File: config.mk
export PLATFORM = sky130hd
export DESIGN_NAME = wave_seq
export DESIGN_NICKNAME = d
export VERILOG_FILES = /design/src/rtl/wave_seq_pkg.sv /design/src/rtl/wave_desc_mem.sv /design/src/rtl/wave_ready_logic.sv /design/src/rtl/wave_ctrl.sv /design/src/rtl/wave_seq.sv
export SDC_FILE = /design/constraint.sdc
export NUM_CORES = 1
export LEC_CHECK = 0
export ABC_CLOCK_PERIOD_IN_PS = 11600
export BUFFER_PORTS_ARGS = -buffer_cell sky130_fd_sc_hd__buf_2
export CAP_MARGIN = 40
export CORE_MARGIN = 2
export CORE_UTILIZATION = 30
export DETAILED_ROUTE_END_ITERATION = 12
export GPL_TIMING_DRIVEN = 0
export PLACE_DENSITY_LB_ADDON = 0.05
export SETUP_SLACK_MARGIN = 0.4
export SLEW_MARGIN = 10
export SYNTH_ARGS = -nofsm -noshare
export SYNTH_HDL_FRONTEND = slang
export SYNTH_HIERARCHICAL = 1
export SYNTH_SLANG_ARGS = --single-unit
File: constraint.sdc
create_clock -name clk -period 11.6 [get_ports clk]
set_clock_uncertainty 0.15 [all_clocks]
set_input_delay 0.58 -clock clk [delete_from_list [all_inputs] [get_ports clk]]
set_output_delay 0.58 -clock clk [all_outputs]
set_load 0.05 [all_outputs]
File: src/rtl/wave_seq_pkg.sv
// Package: shared descriptor layout and ready-function codes.
// Assumes one byte per descriptor field and four fields per step.
package wave_seq_pkg;
    localparam int SEC_LENBR = 0;
    localparam int SEC_OPC   = 1;
    localparam int SEC_OUTS  = 2;
    localparam int SEC_LFN   = 3;
    localparam int NUM_SECS  = 4;

    typedef struct packed {
        logic [7:0] lfn;
        logic [7:0] outs;
        logic [7:0] opc;
        logic [7:0] lenbr;
    } step_desc_t;

    typedef enum logic [1:0] {
        FN_AND  = 2'd0,
        FN_OR   = 2'd1,
        FN_XOR  = 2'd2,
        FN_ANDN = 2'd3
    } ready_fn_e;
endpackage

File: src/rtl/wave_desc_mem.sv
// Descriptor store: byte-writable array addressed {waveform, section, step}.
// Presents the four bytes of the selected waveform/step combinationally.
// Assumes NUM_WAVES and NUM_STATES are powers of two; resets to all zero.
module wave_desc_mem
    import wave_seq_pkg::*;
#(
    parameter int NUM_WAVES  = 4,
    parameter int NUM_STATES = 8,
    localparam int WAVE_W    = $clog2(NUM_WAVES),
    localparam int ST_W      = $clog2(NUM_STATES),
    localparam int ADDR_W    = WAVE_W + 2 + ST_W
) (
    input  logic              clk,
    input  logic              rst_n,
    input  logic              cfg_we,
    input  logic [ADDR_W-1:0] cfg_addr,
    input  logic [7:0]        cfg_wdata,
    input  logic [WAVE_W-1:0] rd_wave,
    input  logic [ST_W-1:0]   rd_step,
    output step_desc_t        rd_desc
);
    localparam int DEPTH = NUM_WAVES * NUM_SECS * NUM_STATES;

    logic [7:0] mem_q [DEPTH];

    // Store one byte per write strobe, clear everything on reset.
    always_ff @(posedge clk) begin
        if (!rst_n) begin
            for (int i = 0; i < DEPTH; i++) mem_q[i] <= '0;
        end else if (cfg_we) begin
            mem_q[cfg_addr] <= cfg_wdata;
        end
    end

    // Gather the four fields of the addressed step.
    always_comb begin
        rd_desc.lenbr = mem_q[{rd_wave, 2'(SEC_LENBR), rd_step}];
        rd_desc.opc   = mem_q[{rd_wave, 2'(SEC_OPC),   rd_step}];
        rd_desc.outs  = mem_q[{rd_wave, 2'(SEC_OUTS),  rd_step}];
        rd_desc.lfn   = mem_q[{rd_wave, 2'(SEC_LFN),   rd_step}];
    end
endmodule

File: src/rtl/wave_ready_logic.sv
// Ready evaluator: picks two of eight terms and combines them with the
// function coded in the top two bits of the function byte.
// Assumes external ready terms occupy indices below TC_TERM.
module wave_ready_logic
    import wave_seq_pkg::*;
#(
    parameter int EXT_RDY = 5,
    parameter int TC_TERM = 5,
    localparam int NTERM  = 8
) (
    input  logic [EXT_RDY-1:0] rdy_in,
    input  logic               tc_last,
    input  logic [7:0]         lfn,
    output logic               result
);
    logic [NTERM-1:0] terms;
    logic             term_a, term_b;
    ready_fn_e        fn;

    // Build the term vector: external pins, counter status, zeros.
    for (genvar i = 0; i < NTERM; i++) begin : g_term
        if (i < EXT_RDY) begin : g_ext
            assign terms[i] = rdy_in[i];
        end else if (i == TC_TERM) begin : g_tc
            assign terms[i] = tc_last;
        end else begin : g_zero
            assign terms[i] = 1'b0;
        end
    end

    // Select the operands and apply the chosen function.
    always_comb begin
        term_a = terms[lfn[5:3]];
        term_b = terms[lfn[2:0]];
        fn     = ready_fn_e'(lfn[7:6]);
        unique case (fn)
            FN_AND:  result = term_a & term_b;
            FN_OR:   result = term_a | term_b;
            FN_XOR:  result = term_a ^ term_b;
            default: result = term_a & ~term_b;
        endcase
    end
endmodule

File: src/rtl/wave_ctrl.sv
// Step sequencer: holds the current waveform, step, hold timer and
// transfer counter, and produces the data-bus strobes and done pulse.
// Assumes the idle step is the last one and odd waveforms write,
// even ones read, and those with index bit 1 set are FIFO bursts.
module wave_ctrl
    import wave_seq_pkg::*;
#(
    parameter int NUM_WAVES  = 4,
    parameter int NUM_STATES = 8,
    parameter int CNT_W      = 16,
    parameter int DATA_W     = 8,
    localparam int WAVE_W    = $clog2(NUM_WAVES),
    localparam int ST_W      = $clog2(NUM_STATES)
) (
    input  logic              clk,
    input  logic              rst_n,
    input  logic              go,
    input  logic [WAVE_W-1:0] go_sel,
    input  logic [CNT_W-1:0]  go_count,
    input  logic              abort,
    input  step_desc_t        desc,
    input  logic              rdy_res,
    input  logic [DATA_W-1:0] bus_i,
    output logic [WAVE_W-1:0] wave,
    output logic [ST_W-1:0]   step,
    output logic              tc_last,
    output logic [CNT_W-1:0]  cnt,
    output logic              drive_en,
    output logic [DATA_W-1:0] rd_data,
    output logic              rd_valid,
    output logic              done
);
    localparam logic [ST_W-1:0] IDLE = ST_W'(NUM_STATES - 1);

    logic [7:0]      tmr;
    logic [ST_W-1:0] next_step;
    logic [7:0]      next_tmr;
    logic [7:0]      len_eff;
    logic            at_rest, is_dec, data_on, is_write, is_fifo, start;

    assign at_rest  = (step == IDLE);
    assign is_dec   = desc.opc[0];
    assign data_on  = !at_rest && desc.opc[1];
    assign is_write = wave[0];
    assign is_fifo  = wave[WAVE_W-1];
    assign start    = at_rest && go;
    assign len_eff  = (desc.lenbr == 8'd0) ? 8'd1 : desc.lenbr;
    assign tc_last  = (cnt <= CNT_W'(1));
    assign drive_en = data_on && is_write;

    // Choose the next step and hold-timer value.
    always_comb begin
        next_step = step;
        next_tmr  = tmr;
        if (at_rest) begin
            if (go) begin
                next_step = '0;
                next_tmr  = '0;
            end
        end else if (abort) begin
            next_step = IDLE;
            next_tmr  = '0;
        end else if (is_dec) begin
            next_step = rdy_res ? desc.lenbr[2*ST_W-1:ST_W] : desc.lenbr[ST_W-1:0];
            next_tmr  = '0;
        end else if ({1'b0, tmr} + 9'd1 >= {1'b0, len_eff}) begin
            next_step = step + ST_W'(1);
            next_tmr  = '0;
        end else begin
            next_tmr  = tmr + 8'd1;
        end
    end

    // Step, timer and selected waveform registers.
    always_ff @(posedge clk) begin
        if (!rst_n) begin
            step <= IDLE;
            tmr  <= '0;
            wave <= '0;
        end else begin
            step <= next_step;
            tmr  <= next_tmr;
            if (start) wave <= go_sel;
        end
    end

    // Transfer counter: load at start, count FIFO data clocks down.
    always_ff @(posedge clk) begin
        if (!rst_n) begin
            cnt <= '0;
        end else if (start) begin
            cnt <= go_count;
        end else if (data_on && is_fifo && cnt != '0) begin
            cnt <= cnt - CNT_W'(1);
        end
    end

    // Read capture and end-of-transaction pulse.
    always_ff @(posedge clk) begin
        if (!rst_n) begin
            rd_data  <= '0;
            rd_valid <= 1'b0;
            done     <= 1'b0;
        end else begin
            rd_valid <= data_on && !is_write;
            if (data_on && !is_write) rd_data <= bus_i;
            done     <= !at_rest && (next_step == IDLE);
        end
    end

    p_abort_idle_r10: assert property (@(posedge clk) disable iff (!rst_n)
        (abort && step != IDLE) |=> step == IDLE);

    p_start_r3: assert property (@(posedge clk) disable iff (!rst_n)
        (go && step == IDLE) |=> (step == '0 && wave == $past(go_sel)));

    p_busy_ignore_r3: assert property (@(posedge clk) disable iff (!rst_n)
        (go && step != IDLE) |=> $stable(wave));

    p_done_single_r11: assert property (@(posedge clk) disable iff (!rst_n)
        done |=> !done);

    p_done_at_rest_r11: assert property (@(posedge clk) disable iff (!rst_n)
        done |-> step == IDLE);

    p_cnt_step_r9: assert property (@(posedge clk) disable iff (!rst_n)
        (drive_en && is_fifo && cnt != '0 && !go) |=> cnt == $past(cnt) - CNT_W'(1));

    p_rd_follow_r8: assert property (@(posedge clk) disable iff (!rst_n)
        rd_valid |-> $past(step) != IDLE);
endmodule

File: src/rtl/wave_seq.sv
// Top level of the waveform sequencer: descriptor store, ready evaluator
// and step controller. The data bus is split into in/out/enable so the
// pad ring builds the tri-state driver. Control lines follow the output
// byte of the current step at all times, including the resting step.
module wave_seq
    import wave_seq_pkg::*;
#(
    parameter int NUM_WAVES  = 4,
    parameter int NUM_STATES = 8,
    parameter int DATA_W     = 8,
    parameter int CTL_W      = 6,
    parameter int CNT_W      = 16,
    parameter int EXT_RDY    = 5,
    localparam int WAVE_W    = $clog2(NUM_WAVES),
    localparam int ST_W      = $clog2(NUM_STATES),
    localparam int ADDR_W    = WAVE_W + 2 + ST_W
) (
    input  logic               clk,
    input  logic               rst_n,
    input  logic               cfg_we,
    input  logic [ADDR_W-1:0]  cfg_addr,
    input  logic [7:0]         cfg_wdata,
    input  logic               go,
    input  logic [WAVE_W-1:0]  go_sel,
    input  logic [CNT_W-1:0]   go_count,
    input  logic               abort,
    input  logic [EXT_RDY-1:0] rdy_in,
    input  logic [DATA_W-1:0]  wr_data,
    input  logic [DATA_W-1:0]  bus_i,
    output logic [DATA_W-1:0]  bus_o,
    output logic               bus_oe,
    output logic [DATA_W-1:0]  rd_data,
    output logic               rd_valid,
    output logic [CTL_W-1:0]   ctl_out,
    output logic [ST_W-1:0]    state_out,
    output logic               busy,
    output logic               done,
    output logic [CNT_W-1:0]   tc_left
);
    step_desc_t        desc;
    logic [WAVE_W-1:0] wave;
    logic [ST_W-1:0]   step;
    logic              tc_last, rdy_res, drive_en;

    wave_desc_mem #(.NUM_WAVES(NUM_WAVES), .NUM_STATES(NUM_STATES)) u_mem (
        .clk(clk), .rst_n(rst_n), .cfg_we(cfg_we), .cfg_addr(cfg_addr),
        .cfg_wdata(cfg_wdata), .rd_wave(wave), .rd_step(step), .rd_desc(desc)
    );

    wave_ready_logic #(.EXT_RDY(EXT_RDY), .TC_TERM(5)) u_rdy (
        .rdy_in(rdy_in), .tc_last(tc_last), .lfn(desc.lfn), .result(rdy_res)
    );

    wave_ctrl #(.NUM_WAVES(NUM_WAVES), .NUM_STATES(NUM_STATES),
                .CNT_W(CNT_W), .DATA_W(DATA_W)) u_ctrl (
        .clk(clk), .rst_n(rst_n), .go(go), .go_sel(go_sel), .go_count(go_count),
        .abort(abort), .desc(desc), .rdy_res(rdy_res), .bus_i(bus_i),
        .wave(wave), .step(step), .tc_last(tc_last), .cnt(tc_left),
        .drive_en(drive_en), .rd_data(rd_data), .rd_valid(rd_valid), .done(done)
    );

    // Pin-level outputs derived from the controller state.
    assign ctl_out   = desc.outs[CTL_W-1:0];
    assign bus_oe    = drive_en;
    assign bus_o     = wr_data;
    assign state_out = step;
    assign busy      = (step != ST_W'(NUM_STATES - 1));

    p_rest_no_drive_r8: assert property (@(posedge clk) disable iff (!rst_n)
        !busy |-> !bus_oe);
endmodule

Word-level counts from Yosys, hierarchy flattened
Memory sizes are Yosys's and may differ from the RTL's.
Cells that the tools add are included.

word-level totals
  bits in registers = 39
  bits in writable memories = 1024
  bits of input ports = 59
  output and inout bits = 45
  word-level logic and storage cells = 67
  memories = 1

cells by class
  add/sub/neg operators = 4
  magnitude comparators = 4
  equality and inequality tests = 6
  muxes and demuxes = 26
  bitwise gates (word level) = 5
  reduce and logical (&&, ||, !) cells = 14

memories
  name         depth  bits a word  rd ports  clocked after Yosys merged registers in  wr ports  RTL line             RTL
  u_mem.mem_q  128    8            4         0                                        128       wave_desc_mem.sv:24  logic [7:0] mem_q [DEPTH];

operators with widths
  cell                   number
  $mux 8                 7
  $mux 16                2
  $mux 3                 6
  $le 16x1->1 const B    1
  $reduce_bool 16->1     1
  $sub 16x1->16 const B  1
  $add 8x1->9 const B    1
  $ge 9x8->1             1
  $add 8x1->8 const B    1
  $logic_not 8->1        1
  $lt 3x4->1 const B     2
  $reduce_or 8->1        1
  $logic_and 1x1->1      7
  $mux 1                 7
  $mux 7                 1
  $bmux 1 s3             2
  $eq 3x3->1 const B     2
  $add 3x1->3 const B    1
  $ne 3x3->1 const B     1
  $pmux 1 s3             1
  $and 1x1->1            2
  $eq 2x1->1 const B     1
  $eq 2x2->1 const B     1
  $logic_not 1->1        2
  6 further kinds        6

Longest topological paths before layout
Gate-level depths: netlist (run 1).

  word-level depth = 12
  depth in mapped cells = 22
  gate-level depth less buffers = 19

Cells and area by module
The synthesis (run 1) kept the hierarchy.

modules (own cells, without submodules)
  module            instances  cells each  area each (µm²)  sequential area each (µm²)
  wave_desc_mem     1          3670        47931.0          30749.5
  wave_ctrl         1          267         2243.4           780.7
  wave_ready_logic  1          21          209.0            0.0
  wave_seq          1          9           65.1             0.0

Worst setup path after synthesis (run 1)
No wires, ideal clock.

  path type = flip-flop to flip-flop
  from = register u_ctrl.step[1]
  to = register u_ctrl.done
  library setup time = 0.135 ns
  data arrival time = 3.909 ns
  required time = 11.315 ns
  slack = 7.406 ns
  stages on the path, launching flop included = 20
  clock period less this slack = 4.194 ns
  cells stage by stage = dfxtp_1 -> buf_2 -> buf_2 -> buf_2 -> mux2i_1 -> a22oi_1 -> a31oi_1 -> nand3_1 -> mux4_2 -> mux2i_1 -> ha_1 -> nand2_1 -> o21ai_0 -> nand2_1 -> o31ai_2 -> mux2_2 -> a21oi_1 -> o21ai_0 -> nor3_1 -> nor4_1

RTL lines
  element                   RTL line          RTL
  start: declaration        wave_ctrl.sv:25   output logic [ST_W-1:0] step,
  start signal: assignment  wave_ctrl.sv:81   step <= next_step;
  end signal: assignment    wave_ctrl.sv:107  done <= !at_rest && (next_step == IDLE);
  end: declaration          wave_ctrl.sv:31   output logic done

==> parameters.txt, run 1 <==
Parameter                              Value

Run status
  Run status ... complete, no violations

GRT
  Most Used Layer, Global Route ... met2
  Global-route met2 utilization ... 37.7%
  Met1 layer usage reported by global route ... 30.6%
  Overall routing resource usage ... 23.0%
  Vias in the first global route ... 27,500
  Met3 layer usage reported by global route ... 4.38%
  GR Overflow Total ... 0
  First-pass GRT wire length ... 212,000 µm
  Number of antenna violations at the first check in global routing ... 24
  Largest net degree at the start of global routing ... 14

Drt
  Drt wl/cell ... 28.9 µm
  Total detailed-routing wirelength ... 154,000 µm
  Count of vias placed by the detailed router ... 27,000
  Detail Route Antenna Nets ... 0
  Final routed DRC violation total ... 0
  Number of violations reported at the end of detailed-routing iteration 0 ... 2,679
  Vias per cell ... 5.05
  Length of the first detailed-routing pass in iterations ... 6

Pwr
  Sequential power share ... 37.5%
  Maximum ir drop on the vdd rail ... 0.257 mV
  Static leakage power ... 18.0 nW
  Gate power share ... 29.3%
  NetSw ... 3.21 mW
  Relative contribution of the clock network to total power ... 33.2%
  Int Power ... 5.97 mW
  Total Power Consumption ... 9.18 mW
  Switching fraction of total power ... 35.0%
  Pwr Density ... 200 nW/µm²

Floorplan
  Starting utilization of the core area ... 30.2%
  Die Y-Extent ... 365 µm
  I/O pin total ... 104
  Std-Cell Core Area ... 129,000 µm²
  Number of rows created at floorplan ... 132
  Overall die area ... 133,000 µm²
  Horizontal die dimension ... 365 µm

STA
  Final setup TNS ... 0 ns
  Final period utilization ... 52.5%
  Finish-stage setup viols ... 0
  Maximum clock frequency ... 164 MHz
  Worst-Margin Slew ... 0.950 ns
  Worst slew margin ... 36.0%
  Unrepaired setup endpoints after global routing ... false
  Hold slack ... 0.0591 ns
  Final critical path time including I/O delays and setup ... 6.09 ns
  Count of endpoints failing hold in the final timing report ... 0
  Count of pins over their slew limit ... 0

Setup path
  WS Path Type ... register to register
  Peak per-stage delay on the critical path ... 0.62 ns
  Critical Path End ... u_ctrl/done$_SDFF_PN0_
  Critical path buffer and inverter count ... 4
  Crit path max fanout ... 10
  List of cells traversed by the critical path ... buf_2 > buf_2 > buf_2 > mux2i_1 > a21oi_1 > a31oi_1 > nand3_1 > mux4_2 > a22oi_4 > ha_1 > nand2_1 > o21ai_0 > nand2_1 > o31ai_2 > buf_4 > mux2_2 > a21oi_1 > o21ai_0 > nor3_1 > nor4_1
  Arr. time, crit path ... 6.49 ns
  Slowest library cell on the worst path ... sky130_fd_sc_hd__mux4_2
  Register-to-register setup slack ... 5.51 ns
  Critical Path Source Type ... register
  Crit path max-delay family ... buffers and inverters
  Depth of the worst register-to-register path ... 20
  Worst setup EP type ... register
  Required arrival time at the worst endpoint ... 12.00 ns
  Origin of the critical flop-to-flop path ... u_ctrl/step[1]$_SDFF_PN1_
  Destination of the worst register-to-register timing path ... u_ctrl/done$_SDFF_PN0_
  Worst setup startpoint ... u_ctrl/step[1]$_SDFF_PN1_
  Most numerous cell on the critical path ... sky130_fd_sc_hd__buf_2
  Total stage count of the critical path ... 20

Worst hold path
  Hold Path Class ... input pin to register
  Worst min-delay path startpoint ... go_count[8]

Clock network
  Clk buf depth ... 3
  Insertion delay to the later sink of the worst-skew pair ... 0.72 ns
  CTS tree ... yes
  Clock sinks ... 807
  Post-CTS clock slew at the launch and capture registers of the worst setup and hold paths ... 0.06 ns
  Root buffer cell ... sky130_fd_sc_hd__clkbuf_16
  H-tree depth reported by CTS ... 3
  Total clock buffers created by CTS ... 98
  Number of setup buffers added after CTS ... 0
  Cts repair resizes ... 0

Yosys
  Avg Synthesized Cell Area ... 12.3 µm²
  Ys Warns ... 6
  Number of nets in the synthesized netlist ... 3,269
  Post-synth design cell area ... 39,100 µm²
  Number of instances in the synthesized netlist ... 3,193

Placed design
  Input/output buffers ... 84
  RePlAce Congestion ... 0.888
  Post-DP HPWL ... 115,000 µm
  Cell area after placement ... 42,600 µm²

Layout
  Number of filler cells placed in the layout ... 12,800
  Layout cells sized above 1 ... 13.3%
  Net count reported at finish ... 3,588
  Layout area overhead ... 17.6%
  Post-route cell area ... 46,000 µm²

Run
  Number of max-cap violations ... 0
## routing by layer
layer / part of all wire [%] / wire (µm)
met5: 0.026 / 40
met4: 3.4 / 5290
met3: 6.7 / 10400
met2: 47 / 72000
met1: 43 / 66700
## what timing repair did
action                                  4_1_cts  5_1_grt
endpoints found under the setup margin        0        0
hold endpoints to repair                     18        0
hold buffers                                 18        0
## layout make-up
| type | count | area, µm² | area share, % |
|---|---|---|---|
| antenna | 7 | 17.5 | 0.0381 |
| buffer | 299 | 1320 | 2.87 |
| clock buffer | 125 | 2590 | 5.64 |
| clock inverter | 57 | 537 | 1.17 |
| inverter | 19 | 71.3 | 0.155 |
| multi-input combinational | 2068 | 13900 | 30.2 |
| sequential | 807 | 23800 | 51.8 |
| tap | 1742 | 2180 | 4.74 |
| timing repair buffer | 219 | 1530 | 3.33 |
## sequential cells by signal (all words and copies together) (netlist names)
signal,flops
u_ctrl/rd_data,8
u_ctrl/cnt,16
u_mem/mem_q,768
u_ctrl/step,3
u_ctrl/rd_valid,1
u_ctrl/done,1
u_ctrl/tmr,8
u_ctrl/wave,2
## per-stage QoR
stage                     instances  util (%)  worst slack (ns)
after detailed placement       5129      32.9              5.71
after global routing           5337      35.5              5.38
final                          5343      35.5              5.51
after floorplan                3193         -              7.44
after global placement         5019      32.2              5.34
after CTS                      5329      35.5              5.69
## layout by cell type (no fill, tap or decap), types with 90 or more instances in the layout
cell type,instances
sky130_fd_sc_hd__and2_1,773
sky130_fd_sc_hd__mux2i_1,395
sky130_fd_sc_hd__edfxtp_1,768
sky130_fd_sc_hd__nor2_1,147
sky130_fd_sc_hd__clkbuf_1,199
sky130_fd_sc_hd__o21ai_0,103
sky130_fd_sc_hd__nand3_1,90
sky130_fd_sc_hd__clkbuf_16,99
sky130_fd_sc_hd__nand2_1,119
sky130_fd_sc_hd__a21oi_1,93
sky130_fd_sc_hd__buf_2,185
## how the worst min path moves through the flow
| stage | slack, ns | cells past startpoint | end |
|---|---|---|---|
| floorplan | 0.30 | 2 | u_ctrl/tmr[7]$_SDFFE_PN0P_ |
| global placement | 0.32 | 2 | u_ctrl/rd_data[3]$_SDFFE_PN0P_ |
| detailed placement | 0.33 | 2 | u_ctrl/rd_data[0]$_SDFFE_PN0P_ |
| CTS | 0.003 | 3 | u_ctrl/cnt[9]$_SDFFE_PN0P_ |
| global route | 0.05 | 3 | u_ctrl/cnt[11]$_SDFFE_PN0P_ |
| finish | 0.06 | 3 | u_ctrl/cnt[8]$_SDFFE_PN0P_ |
## tightest hold or removal path: cells and delay by family
kind	cells	cell delay, ns
AOI/OAI and AO/OA	2	0.21
buffers and inverters	1	0.08
## power groups by stage
stage	Clock [mW]	Combinational [mW]	Sequential [mW]
floorplan	0	1.47	3.59
global placement	0	2.62	3.50
detailed placement	0	2.69	3.51
CTS	3.12	2.71	3.45
global route	3.23	2.83	3.46
finish	3.05	2.69	3.45
Power figures use the tool's default switching activity.
==> inputs of run 2 (changes only) <==
--- a/config.mk
+++ b/config.mk
@@ -5,7 +5,8 @@
 export SDC_FILE = /design/constraint.sdc
 export NUM_CORES = 1
 export LEC_CHECK = 0
-export ABC_CLOCK_PERIOD_IN_PS = 11600
+export ABC_AREA = 1
+export ABC_CLOCK_PERIOD_IN_PS = 5300
 export BUFFER_PORTS_ARGS = -buffer_cell sky130_fd_sc_hd__buf_2
 export CAP_MARGIN = 40
 export CORE_MARGIN = 2
==> constraint.sdc (replaced) <==
create_clock -name clk -period 5.3 [get_ports clk]
set_clock_uncertainty 0.15 [all_clocks]
set_input_delay 0.265 -clock clk [delete_from_list [all_inputs] [get_ports clk]]
set_output_delay 0.265 -clock clk [all_outputs]
set_load 0.05 [all_outputs]
==> parameters.txt, run 2 <==
Parameter                              Value

STA
  Unrepaired setup endpoints after global routing ... true
  Finish-stage setup viols ... 0 (unchanged)
  Count of endpoints failing hold in the final timing report ... 0 (unchanged)
  Final period utilization ... 87.4% (+35 points)
  Maximum clock frequency ... 216 MHz (+31%)
  Worst slew margin ... 35.1% (-0.84 points)
  Final critical path time including I/O delays and setup ... 4.63 ns (-1.46 ns)
  Worst setup margin ... 0.665 ns (-4.84 ns)
  Count of pins over their slew limit ... 0 (unchanged)
  Worst-Margin Slew ... 0.968 ns (+0.0174 ns)

GRT
  Vias in the first global route ... 30,900 (+12%)
  Largest net degree at the start of global routing ... 13 (-1)
  Number of antenna violations at the first check in global routing ... 11 (-54%)
  First-pass GRT wire length ... 239,000 µm (+13%)
  GR Overflow Total ... 0 (unchanged)
  Overall routing resource usage ... 26.2% (+3.2 points)

Layout
  Number of flip-flops under the largest register name ... 768 (unchanged)
  Layout cells sized above 1 ... 9.63% (-3.7 points)
  Layout area overhead ... 17.5%
  Post-layout instance count excluding filler cells ... 6,308 (+18%)
  Post-route cell area ... 45,000 µm² (-2.2%)
  Top library cells by usage in the layout, fill and taps aside ... 1,434 x sky130_fd_sc_hd__nand2_1, 823 x sky130_fd_sc_hd__nor2_1, 768 x sky130_fd_sc_hd__edfxtp_1
  Register with the most flip-flops ... u_mem/mem_q
  Final core utilization ... 35.4% (-0.14 points)
  Number of filler cells placed in the layout ... 13,300 (+3.6%)
  Most frequent standard cell in the layout excluding fill and tap cells ... sky130_fd_sc_hd__nand2_1
  Top flop regs ... u_mem/mem_q: 768 flops, u_ctrl/cnt: 16 flops
  Net count reported at finish ... 4,641 (+29%)
  Combined area of the multi-input logic cells ... 12,600 µm² (-9.1%)
  Area used by sequential logic in the layout ... 23,800 µm² (about the same)

Drt
  Total detailed-routing wirelength ... 174,000 µm (+12%)
  Vias per cell ... 5.10 (+1.1%)
  Drt wl/cell ... 27.5 µm (-4.7%)
  Final routed DRC violation total ... 0 (unchanged)
  Length of the first detailed-routing pass in iterations ... 6 (unchanged)
  Detail Route Antenna Nets ... 0 (unchanged)
  Count of vias placed by the detailed router ... 32,200 (+19%)
  Number of violations reported at the end of detailed-routing iteration 0 ... 3,488 (+30%)

Placed design
  RePlAce Congestion ... 0.885 (-0.25%)
  Number of cells in the design after placement ... 6,093 (+19%)
  Cell area after placement ... 41,500 µm² (-2.7%)
  Worst slack at placement ... -0.191 ns (-5.90 ns)
  Input/output buffers ... 94 (+12%)
  Post-DP HPWL ... 127,000 µm (+11%)

Setup path
  Register-to-register setup slack ... 0.67 ns (-4.84 ns)
  Depth of the worst register-to-register path ... 28 (+40%)
  Arr. time, crit path ... 5.04 ns (-1.45 ns)
  Slowest library cell on the worst path ... sky130_fd_sc_hd__clkbuf_2
  Worst setup startpoint ... u_ctrl/step[1]$_SDFF_PN1_
  WS Path Type ... register to register
  Origin of the critical flop-to-flop path ... u_ctrl/step[1]$_SDFF_PN1_
  Critical Path Source Type ... register
  Destination of the worst register-to-register timing path ... u_ctrl/done$_SDFF_PN0_
  Critical Path End ... u_ctrl/done$_SDFF_PN0_
  Crit path max fanout ... 10 (unchanged)
  Required arrival time at the worst endpoint ... 5.71 ns (-6.29 ns)
  Peak per-stage delay on the critical path ... 0.44 ns (-0.18 ns)
  Worst setup EP type ... register
  Most numerous cell on the critical path ... sky130_fd_sc_hd__nand2_1

Pwr
  Static leakage power ... 18.2 nW (+0.63%)
  Total Power Consumption ... 22.5 mW (+140%)
  Maximum ir drop on the vdd rail ... 0.308 mV (+20%)
  Pwr Density ... 500 nW/µm² (+150%)

Clock network
  Clk buf depth ... 3 (unchanged)
  Insertion delay to the later sink of the worst-skew pair ... 0.69 ns (-0.03 ns)
  CTS tree ... yes
  Total clock buffers created by CTS ... 97 (-1.0%)
  Root buffer cell ... sky130_fd_sc_hd__clkbuf_16
  Post-CTS clock slew at the launch and capture registers of the worst setup and hold paths ... 0.06 ns (about the same)
  Clock sinks ... 807 (unchanged)
  H-tree depth reported by CTS ... 3 (unchanged)

Yosys
  Number of nets in the synthesized netlist ... 4,369 (+34%)
  Number of instances in the synthesized netlist ... 4,293 (+34%)
  Post-synth design cell area ... 38,300 µm² (-2.0%)
  Avg Synthesized Cell Area ... 8.93 µm² (-27%)
  Ys Warns ... 6 (unchanged)

Floorplan
  Starting utilization of the core area ... 30.1% (-0.078 points)
  I/O pin total ... 104 (unchanged)
  Std-Cell Core Area ... 127,000 µm² (-1.8%)
  Horizontal die dimension ... 361 µm (-1.0%)
  Number of rows created at floorplan ... 131 (-0.76%)
  Overall die area ... 131,000 µm² (-2.0%)
  Die Y-Extent ... 361 µm (-1.0%)

Run
  Number of max-cap violations ... 0 (unchanged)

Run status
  Run status ... complete, no violations

Worst hold path
  Hold Path Class ... input pin to register
==> run 2: layer usage <==
layer | track usage [%] | share of wire, % | up-vias
li1 | - | - | 14700
met1 | 36.6 | 44 | 16000
met2 | 41.6 | 45 | 1276
met3 | 4.08 | 7.4 | 235
met4 | 8.28 | 3.4 | 4
met5 | 0 | 0.013 | -
==> run 2: per-stage QoR <==
step,setup TNS [ns],hold slack [ns]
after floorplan,0,0.279
after global placement,-12.34,0.281
after detailed placement,-1.36,0.288
after CTS,0,0.0925
after global routing,0,0.150
final,0,0.154
==> run 2: worst min path at each step <==
stage / endpoint / depth (start not counted) / start
after floorplan: u_ctrl/wave[1]$_SDFFE_PN0P_ / 2 / go_sel[1]
after global placement: u_ctrl/rd_data[6]$_SDFFE_PN0P_ / 2 / u_ctrl/rd_data[6]$_SDFFE_PN0P_
after detailed placement: u_ctrl/rd_data[3]$_SDFFE_PN0P_ / 2 / u_ctrl/rd_data[3]$_SDFFE_PN0P_
after CTS: u_mem/mem_q[15][1]$_SDFFCE_PN0P_ / 3 / cfg_addr[2]
after global routing: u_mem/mem_q[72][1]$_SDFFCE_PN0P_ / 4 / cfg_wdata[1]
final: u_mem/mem_q[77][1]$_SDFFCE_PN0P_ / 4 / cfg_wdata[1]
==> run 2: power breakdown <==
group,internal [mW],switching (mW),total (mW)
logic,2.01,6.35,8.36
clock network,3.75,2.78,6.53
registers,7.38,0.218,7.60
total,13.1,9.35,22.5
==> run 2: repair_timing <==
| item | in CTS | in global routing |
|---|---|---|
| resized for setup | 45 | 58 |
| pin swaps | 0 | 2 |
| setup endpoints to repair | 12 | 12 |
| endpoints found under the hold margin | 44 | 0 |
| hold buffers | 34 | 0 |
| buffers inserted | 0 | 1 |
==> run 2: worst max-delay path, delay by kind of cell (launching register included) <==
kind | cells | cell delay [ns]
compound gates | 4 | 0.62
fa+ha+maj | 1 | 0.28
buf+inv | 6 | 1.37
flops | 1 | 0.37
simple gates | 17 | 1.71
==> run 2: cell type report <==
class | instances | area share (%)
clock inverters | 53 | 0.909
inverters | 98 | 0.817
repair buffers | 173 | 3.13
diodes | 6 | 0.0334
well taps | 1662 | 4.62
clock buffers | 121 | 5.79
multi-input cells | 3018 | 28.1
flip-flops and latches | 807 | 53.0
plain buffers | 370 | 3.66
